--- config.mk ---
export PLATFORM = sky130hd
export DESIGN_NAME = sbmbox_top
export DESIGN_NICKNAME = d
export VERILOG_FILES = /design/src/rtl/sbmbox_pkg.sv /design/src/rtl/sbmbox_engine.sv /design/src/rtl/sbmbox_regs.sv /design/src/rtl/sbmbox_top.sv
export SDC_FILE = /design/constraint.sdc
export NUM_CORES = 1
export LEC_CHECK = 0
export ABC_AREA = 1
export CAP_MARGIN = 20
export CORE_UTILIZATION = 54
export CTS_BUF_LIST = sky130_fd_sc_hd__clkbuf_4 sky130_fd_sc_hd__clkbuf_8 sky130_fd_sc_hd__clkbuf_16
export CTS_CLUSTER_SIZE = 20
export DETAILED_ROUTE_END_ITERATION = 7
export PLACE_DENSITY_LB_ADDON = 0.12
export SETUP_SLACK_MARGIN = 0.2
export SLEW_MARGIN = 25
export SYNTH_ARGS = -nofsm -noshare
export SYNTH_HDL_FRONTEND = slang
export SYNTH_SLANG_ARGS = --single-unit
--- constraint.sdc ---
create_clock -name clk -period 3.63 [get_ports clk]
set_clock_uncertainty 0.2 [all_clocks]
set_input_delay 0.363 -clock clk [delete_from_list [all_inputs] [get_ports clk]]
set_output_delay 0.363 -clock clk [all_outputs]
set_load 0.05 [all_outputs]
--- src/rtl/sbmbox_pkg.sv ---
package sbmbox_pkg;

    // dword indices (byte address >> 2) of the register window
    localparam logic [5:0] DW_ADDR  = 6'h34;
    localparam logic [5:0] DW_DATA  = 6'h35;
    localparam logic [5:0] DW_STAT  = 6'h36;
    localparam logic [5:0] DW_EADDR = 6'h37;
    localparam logic [5:0] DW_HIDE  = 6'h38;

    localparam int         HIDE_LANE  = 1;
    localparam logic [1:0] TMO_CODE   = 2'b11;
    localparam logic [7:0] HIDE_RESET = 8'h01;

    typedef enum logic [1:0] {
        ENG_IDLE = 2'd0,
        ENG_REQ  = 2'd1,
        ENG_WAIT = 2'd2
    } eng_state_e;

    typedef struct packed {
        logic [7:0]  port;
        logic [15:0] roff;
        logic [31:0] data;
        logic [7:0]  opc;
        logic        posted;
        logic [1:0]  stat;
        logic [3:0]  be;
        logic [2:0]  bar;
        logic [7:0]  fid;
        logic [31:0] eaddr;
        logic [7:0]  hide;
    } mbx_regs_t;

endpackage

--- src/rtl/sbmbox_engine.sv ---
module sbmbox_engine
    import sbmbox_pkg::*;
#(
    parameter int TMO_W = 16
) (
    input  logic             clk,
    input  logic             rst_n,
    input  logic             launch,
    input  logic             posted,
    input  logic [TMO_W-1:0] tmo_limit,
    input  logic             req_ready,
    input  logic             rsp_valid,
    input  logic [1:0]       rsp_status,
    input  logic             rsp_data_vld,
    output logic             busy,
    output logic             req_valid,
    output logic             done,
    output logic [1:0]       done_stat,
    output logic             done_hdr_we,
    output logic             done_data_we
);

    typedef struct packed {
        eng_state_e       st;
        logic [TMO_W-1:0] cnt;
    } eng_t;

    eng_t e_d, e_q;

    localparam logic [TMO_W-1:0] ONE = TMO_W'(1);

    always_comb begin
        e_d          = e_q;
        done         = 1'b0;
        done_stat    = 2'b00;
        done_hdr_we  = 1'b0;
        done_data_we = 1'b0;
        case (e_q.st)
            ENG_IDLE: begin
                if (launch) begin
                    e_d.st = ENG_REQ;
                end
            end
            ENG_REQ: begin
                if (req_ready) begin
                    if (posted) begin
                        e_d.st    = ENG_IDLE;
                        done      = 1'b1;
                        done_stat = 2'b00;
                    end else begin
                        e_d.st  = ENG_WAIT;
                        e_d.cnt = '0;
                    end
                end
            end
            ENG_WAIT: begin
                if (rsp_valid) begin
                    e_d.st       = ENG_IDLE;
                    done         = 1'b1;
                    done_stat    = rsp_status;
                    done_hdr_we  = 1'b1;
                    done_data_we = rsp_data_vld;
                end else if (e_q.cnt == tmo_limit - ONE) begin
                    e_d.st    = ENG_IDLE;
                    done      = 1'b1;
                    done_stat = TMO_CODE;
                end else begin
                    e_d.cnt = e_q.cnt + ONE;
                end
            end
            default: e_d.st = ENG_IDLE;
        endcase
    end

    always_ff @(posedge clk) begin
        if (!rst_n) begin
            e_q.st  <= ENG_IDLE;
            e_q.cnt <= '0;
        end else begin
            e_q <= e_d;
        end
    end

    assign busy      = (e_q.st != ENG_IDLE);
    assign req_valid = (e_q.st == ENG_REQ);

    AST_REQ_HOLD: assert property (@(posedge clk) disable iff (!rst_n)
        req_valid && !req_ready |=> req_valid);

    AST_POSTED_DONE: assert property (@(posedge clk) disable iff (!rst_n)
        req_valid && req_ready && posted |=> !busy);

    AST_REPLY_DONE: assert property (@(posedge clk) disable iff (!rst_n)
        (e_q.st == ENG_WAIT) && rsp_valid |=> !busy);

    AST_TMO_BOUND: assert property (@(posedge clk) disable iff (!rst_n)
        (e_q.st == ENG_WAIT) && (tmo_limit != '0) && $stable(tmo_limit)
        |-> e_q.cnt < tmo_limit);

endmodule

--- src/rtl/sbmbox_regs.sv ---
module sbmbox_regs
    import sbmbox_pkg::*;
(
    input  logic        clk,
    input  logic        rst_n,
    input  logic        cfg_wr,
    input  logic [7:0]  cfg_addr,
    input  logic [1:0]  cfg_size,
    input  logic [31:0] cfg_wdata,
    output logic [31:0] cfg_rdata,
    input  logic        busy,
    input  logic        done,
    input  logic [1:0]  done_stat,
    input  logic        done_hdr_we,
    input  logic        done_data_we,
    input  logic [7:0]  rsp_opcode,
    input  logic        rsp_posted,
    input  logic [31:0] rsp_data,
    output logic        launch,
    output mbx_regs_t   regs
);

    mbx_regs_t r_d, r_q;

    logic [5:0]  dw;
    logic [3:0]  lane_base;
    logic [3:0]  lane;
    logic [31:0] w;
    logic        wr_ok;
    logic [31:0] rd_dw;
    logic [31:0] rd_sh;

    function automatic logic [31:0] merge32(input logic [31:0] old,
                                            input logic [31:0] nw,
                                            input logic [3:0]  ln);
        logic [31:0] r;
        r = old;
        for (int i = 0; i < 4; i++) begin
            if (ln[i]) r[8*i +: 8] = nw[8*i +: 8];
        end
        return r;
    endfunction

    always_comb begin
        dw = cfg_addr[7:2];
        case (cfg_size)
            2'd0:    lane_base = 4'b0001;
            2'd1:    lane_base = 4'b0011;
            default: lane_base = 4'b1111;
        endcase
        lane = lane_base << cfg_addr[1:0];
        w    = cfg_wdata << {cfg_addr[1:0], 3'b000};
    end

    // next-state of the register file
    always_comb begin
        r_d    = r_q;
        launch = 1'b0;
        wr_ok  = cfg_wr && ((r_q.hide == 8'h00) || (dw == DW_HIDE));
        if (wr_ok) begin
            case (dw)
                DW_ADDR: if (!busy) begin
                    if (lane[0]) r_d.roff[7:0]  = w[7:0];
                    if (lane[1]) r_d.roff[15:8] = w[15:8];
                    if (lane[3]) r_d.port       = w[31:24];
                end
                DW_DATA: if (!busy) begin
                    r_d.data = merge32(r_q.data, w, lane);
                end
                DW_STAT: if (!busy) begin
                    if (lane[0]) begin
                        r_d.posted = w[7];
                        r_d.stat   = w[2:1];
                        launch     = w[0];
                    end
                    if (lane[1]) r_d.opc = w[15:8];
                    if (lane[2]) r_d.fid = w[23:16];
                    if (lane[3]) begin
                        r_d.be  = w[31:28];
                        r_d.bar = w[26:24];
                    end
                end
                DW_EADDR: if (!busy) begin
                    r_d.eaddr = merge32(r_q.eaddr, w, lane);
                end
                DW_HIDE: begin
                    if (lane[HIDE_LANE]) r_d.hide = w[8*HIDE_LANE +: 8];
                end
                default: ;
            endcase
        end
        if (done) begin
            r_d.stat = done_stat;
            if (done_hdr_we) begin
                r_d.opc    = rsp_opcode;
                r_d.posted = rsp_posted;
            end
            if (done_data_we) r_d.data = rsp_data;
        end
    end

    always_ff @(posedge clk) begin
        if (!rst_n) begin
            r_q      <= '0;
            r_q.hide <= HIDE_RESET;
        end else begin
            r_q <= r_d;
        end
    end

    // read path
    always_comb begin
        case (dw)
            DW_ADDR:  rd_dw = {r_q.port, 8'h00, r_q.roff};
            DW_DATA:  rd_dw = r_q.data;
            DW_STAT:  rd_dw = {r_q.be, 1'b0, r_q.bar, r_q.fid,
                               r_q.opc, r_q.posted, 4'b0000, r_q.stat, busy};
            DW_EADDR: rd_dw = r_q.eaddr;
            DW_HIDE:  rd_dw = 32'(r_q.hide) << (8 * HIDE_LANE);
            default:  rd_dw = 32'h0;
        endcase
        rd_sh = rd_dw >> {cfg_addr[1:0], 3'b000};
        case (cfg_size)
            2'd0:    cfg_rdata = {24'h0, rd_sh[7:0]};
            2'd1:    cfg_rdata = {16'h0, rd_sh[15:0]};
            default: cfg_rdata = rd_sh;
        endcase
        if (r_q.hide != 8'h00) cfg_rdata = '1;
    end

    assign regs = r_q;

    AST_LAUNCH_BUSY: assert property (@(posedge clk) disable iff (!rst_n)
        launch |=> busy);

    AST_FROZEN_BUSY: assert property (@(posedge clk) disable iff (!rst_n)
        busy && cfg_wr |=> $stable(r_q.port) && $stable(r_q.roff) &&
        $stable(r_q.be) && $stable(r_q.bar) && $stable(r_q.fid) &&
        $stable(r_q.eaddr));

    AST_FROZEN_HIDDEN: assert property (@(posedge clk) disable iff (!rst_n)
        (r_q.hide != 8'h00) && cfg_wr && (dw != DW_HIDE)
        |=> $stable(r_q.port) && $stable(r_q.roff) && $stable(r_q.be) &&
        $stable(r_q.bar) && $stable(r_q.fid) && $stable(r_q.eaddr));

    AST_HIDDEN_NO_LAUNCH: assert property (@(posedge clk) disable iff (!rst_n)
        (r_q.hide != 8'h00) && !busy |=> !busy);

endmodule

--- src/rtl/sbmbox_top.sv ---
module sbmbox_top
    import sbmbox_pkg::*;
#(
    parameter int TMO_W = 16
) (
    input  logic             clk,
    input  logic             rst_n,
    input  logic             cfg_wr,
    input  logic [7:0]       cfg_addr,
    input  logic [1:0]       cfg_size,
    input  logic [31:0]      cfg_wdata,
    output logic [31:0]      cfg_rdata,
    input  logic [TMO_W-1:0] tmo_limit,
    output logic             req_valid,
    input  logic             req_ready,
    output logic [7:0]       req_port,
    output logic [15:0]      req_offset,
    output logic [7:0]       req_opcode,
    output logic             req_posted,
    output logic [31:0]      req_data,
    output logic [3:0]       req_be,
    output logic [2:0]       req_bar,
    output logic [7:0]       req_fid,
    output logic [31:0]      req_eaddr,
    input  logic             rsp_valid,
    input  logic [1:0]       rsp_status,
    input  logic [7:0]       rsp_opcode,
    input  logic             rsp_posted,
    input  logic             rsp_data_vld,
    input  logic [31:0]      rsp_data
);

    mbx_regs_t  regs;
    logic       launch;
    logic       busy;
    logic       done;
    logic [1:0] done_stat;
    logic       done_hdr_we;
    logic       done_data_we;

    sbmbox_regs u_regs (
        .clk          (clk),
        .rst_n        (rst_n),
        .cfg_wr       (cfg_wr),
        .cfg_addr     (cfg_addr),
        .cfg_size     (cfg_size),
        .cfg_wdata    (cfg_wdata),
        .cfg_rdata    (cfg_rdata),
        .busy         (busy),
        .done         (done),
        .done_stat    (done_stat),
        .done_hdr_we  (done_hdr_we),
        .done_data_we (done_data_we),
        .rsp_opcode   (rsp_opcode),
        .rsp_posted   (rsp_posted),
        .rsp_data     (rsp_data),
        .launch       (launch),
        .regs         (regs)
    );

    sbmbox_engine #(.TMO_W(TMO_W)) u_engine (
        .clk          (clk),
        .rst_n        (rst_n),
        .launch       (launch),
        .posted       (regs.posted),
        .tmo_limit    (tmo_limit),
        .req_ready    (req_ready),
        .rsp_valid    (rsp_valid),
        .rsp_status   (rsp_status),
        .rsp_data_vld (rsp_data_vld),
        .busy         (busy),
        .req_valid    (req_valid),
        .done         (done),
        .done_stat    (done_stat),
        .done_hdr_we  (done_hdr_we),
        .done_data_we (done_data_we)
    );

    assign req_port   = regs.port;
    assign req_offset = regs.roff;
    assign req_opcode = regs.opc;
    assign req_posted = regs.posted;
    assign req_data   = regs.data;
    assign req_be     = regs.be;
    assign req_bar    = regs.bar;
    assign req_fid    = regs.fid;
    assign req_eaddr  = regs.eaddr;

    AST_REQ_FIELDS_STABLE: assert property (@(posedge clk) disable iff (!rst_n)
        req_valid && !req_ready |=> $stable(req_port) && $stable(req_offset) &&
        $stable(req_opcode) && $stable(req_data) && $stable(req_eaddr) &&
        $stable(req_be) && $stable(req_fid));

endmodule

==> reports/summary.txt <==
status: finished, final reports clean
EDFF count, synth: 0
Post-synth ARST share: 0%
drt via density: 5.77
post-route antenna net violation count: 0
DIE AREA: 18300 um2
Pwr Density: 335 nW/um2
hpwl dp: 27600 um
Total GRT Usage: 38.9%
vias in the first global route: 9858
Worst R2R Setup Slack: 0.75 ns
clock slew at reported path FFs: 0.07 ns
max_cap viols: 0
Cell Area, Placed: 11700 um2
layout cells sized above 1: 10.5%
core box area: 17300 um2
final instance area: 12300 um2
Worst Tran Pin Value: 0.858 ns
synthesized area: 9570 um2
Synth area leaders: dfxtp_1 (29%), nand2_1 (12%), buf_4 (9.0%), o21ai_0 (7.0%), inv_1 (6.3%)
largest area contributor in the netlist: dfxtp_1
Routability Congestion: 1.06
post-synthesis sequential area ratio: 29.3%
Hold EP: u_regs.regs[29]
DR vias: 10600
Congestion Overflow GR: 0
Setup Buffers After CTS: 0
Yosys cell types: 46
area of the multi-input gates: 5000 um2
routed len/inst: 19.5 um
I/O Buffers: 251
final hold vios: 0
TritonCTS buffer count: 17
Tightest Hold Check Type: input pin to register
Detailed Route WL: 35800 um
maximum clock rate: 302 MHz
Cells after Synth: 1469
CP startpoint kind: input pin
FF-to-FF path depth: 8
Diodes inserted: 0
final net count: 1709
Max H-tree Level: 4
Layout area overhead: 29.0%
top-area cell type share of the netlist area: 29.3%
Synthesized Nets: 1581
PostCTS Resize Cnt: 2
RSZ-0062 raised after global routing: true
Slew Limit Fails: 0
io pins: 252
Starting Density: 55.4%
setup_tns: 0 ns
die height: 135 um
# DRC: 0
#FFs+latches synth: 140
yosys warns: 0
fin crit share: 91.4%
clk_lat worst skew: 0.43 ns
Crit Path Category: input pin to output port
hold buffers post-CTS: 0
largest net degree at the start of global routing: 76
Power Total: 0.00414 W
number of fill cells in the layout: 1488
first-pass GRT wire length: 54200 um
endpoints failing setup: 0
antenna violations before repair: 0
Die Span X: 135 um
iteration count of the initial detailed-routing pass: 6
peak supply drop: 0.330 mV
Syn Area/Cell: 6.52 um2
WHS Path Cells: 3
Hold Path Origin: rst_n
CP arrival: 2.75 ns
clock sink count: 140
row count: 48
CP required: 3.07 ns
Lkg Pwr: 4.95 nW
Slew headroom: 42.4%
CP Capture Type: output port
R2R Path Start: u_engine.e_q[17]
DR iter-0 viols: 1134
Worst R2R End: u_regs.regs[81]
FF+latch area: 2800 um2
maximum root-to-sink buffer count: 2
Root Driver: clkbuf_16
dominant synthesized flop cell: dfxtp_1
CTS tree: done
minimum clock period: 3.32 ns
Crit Path Max Fanout: 10
## worst max path at each step
stage                     start            end  cells past startpoint
finish              cfg_addr[3]  cfg_rdata[12]                     13
global route        cfg_addr[5]  cfg_rdata[14]                     14
CTS                 cfg_addr[7]  cfg_rdata[14]                     12
detailed placement  cfg_addr[5]  cfg_rdata[17]                     12
global placement    cfg_addr[5]  cfg_rdata[17]                     12
floorplan           cfg_addr[5]  cfg_rdata[12]                     12
## Yosys cell counts (all sizes together) (3+ instances only)
cell	instances
nand2	317
inv	165
o21ai	161
dfxtp	140
buf	139
nor2	135
a21oi	110
nand3	62
o211ai	46
clkbuf	43
nor3	17
or2	17
nand4	16
o22ai	15
a211oi	13
xor2	12
xnor2	8
o211a	7
o21a	7
clkinv	6
o31ai	6
ha	5
o2111ai	5
a22o	4
a22oi	4
nand3b	3
## layout by cell type (no fill, tap or decap), types with 3 or more instances in the layout
master,n
a211oi_1,12
a21oi_1,110
a22o_1,4
a22oi_1,4
buf_12,25
buf_4,47
clkbuf_16,17
clkdlybuf4s50_1,218
clkinv_1,5
dfxtp_1,140
ha_1,5
inv_1,160
inv_2,4
inv_6,6
inv_8,3
nand2_1,307
nand2_2,9
nand3_1,55
nand3_2,6
nand3b_1,3
nand4_1,14
nor2_1,118
nor2_2,10
nor2_4,7
nor3_1,14
o2111ai_1,5
o211a_1,7
o211ai_1,46
o21a_1,7
o21ai_0,131
o21ai_1,30
o22ai_1,15
o31ai_1,6
or2_2,16
xnor2_1,8
xor2_1,12
## sequential cells by signal, indices dropped and copies added (netlist names)
| name | count |
|---|---|
| u_engine.e_q | 18 |
| u_regs.regs | 122 |
## per-stage QoR
stage / std cells / setup WS [ns] / utilization (%) / hold slack [ns]
global route: 1835 / 0.163 / 71.4 / 0.301
CTS: 1835 / 0.202 / 71.2 / 0.249
detailed placement: 1803 / 0.135 / 67.8 / 0.268
finish: 1835 / 0.314 / 71.4 / 0.274
global placement: 1803 / 0.177 / 67.8 / 0.251
floorplan: 1469 / 0.387 / - / 0.237
## cell type report
cell class	instances	share of cell area (%)
Multi-Input combinational cell	976	40.5
Tap cell	225	2.28
Inverter	171	5.22
Clock inverter	14	1.16
Timing Repair Buffer	291	24.6
Sequential cell	140	22.7
Clock buffer	18	3.56
## cells by family (layout without fill, tap and decap cells)
| family | count (synthesis) | in the layout | synth area share (%) |
|---|---|---|---|
| flops | 140 | 140 | 29.3 |
| simple gates | 569 | 569 | 26.3 |
| buf+inv | 353 | 494 | 18.9 |
| fa+ha+maj | 5 | 5 | 0.653 |
| xor+xnor | 20 | 20 | 1.83 |
| compound gates | 382 | 382 | 23.1 |
## layer usage
metal / vias to the layer above / global-route usage (%) / wire length [um]
met1: 4889 / 47.6 / 14000
met3: 104 / 8.42 / 3350
met4: 0 / 17.8 / 1520
met2: 612 / 65.2 / 16900
met5: - / 0 / 0
li1: 4983 / - / -
## power breakdown
| group | total [W] | switching [W] | leakage (nW) | internal (W) |
|---|---|---|---|---|
| clock network | 0.00173 | 0.000801 | 0.280 | 0.000932 |
| registers | 0.00160 | 0.0000329 | 1.13 | 0.00157 |
| logic | 0.000801 | 0.000516 | 3.54 | 0.000284 |
| total | 0.00414 | 0.00135 | 4.95 | 0.00279 |
## critical path: stages
cell and delay, ns:
clkdlybuf4s50_1 0.51, nor2_2 0.23, buf_4 0.16, nand3_2 0.24, o22ai_1 0.31, nor2_1 0.08
o21ai_1 0.17, nand2_1 0.08, nand2_1 0.07, a21oi_1 0.05, o31ai_1 0.20, buf_4 0.16
buf_12 0.13
No activity file was read; power rests on OpenSTA's default activity.
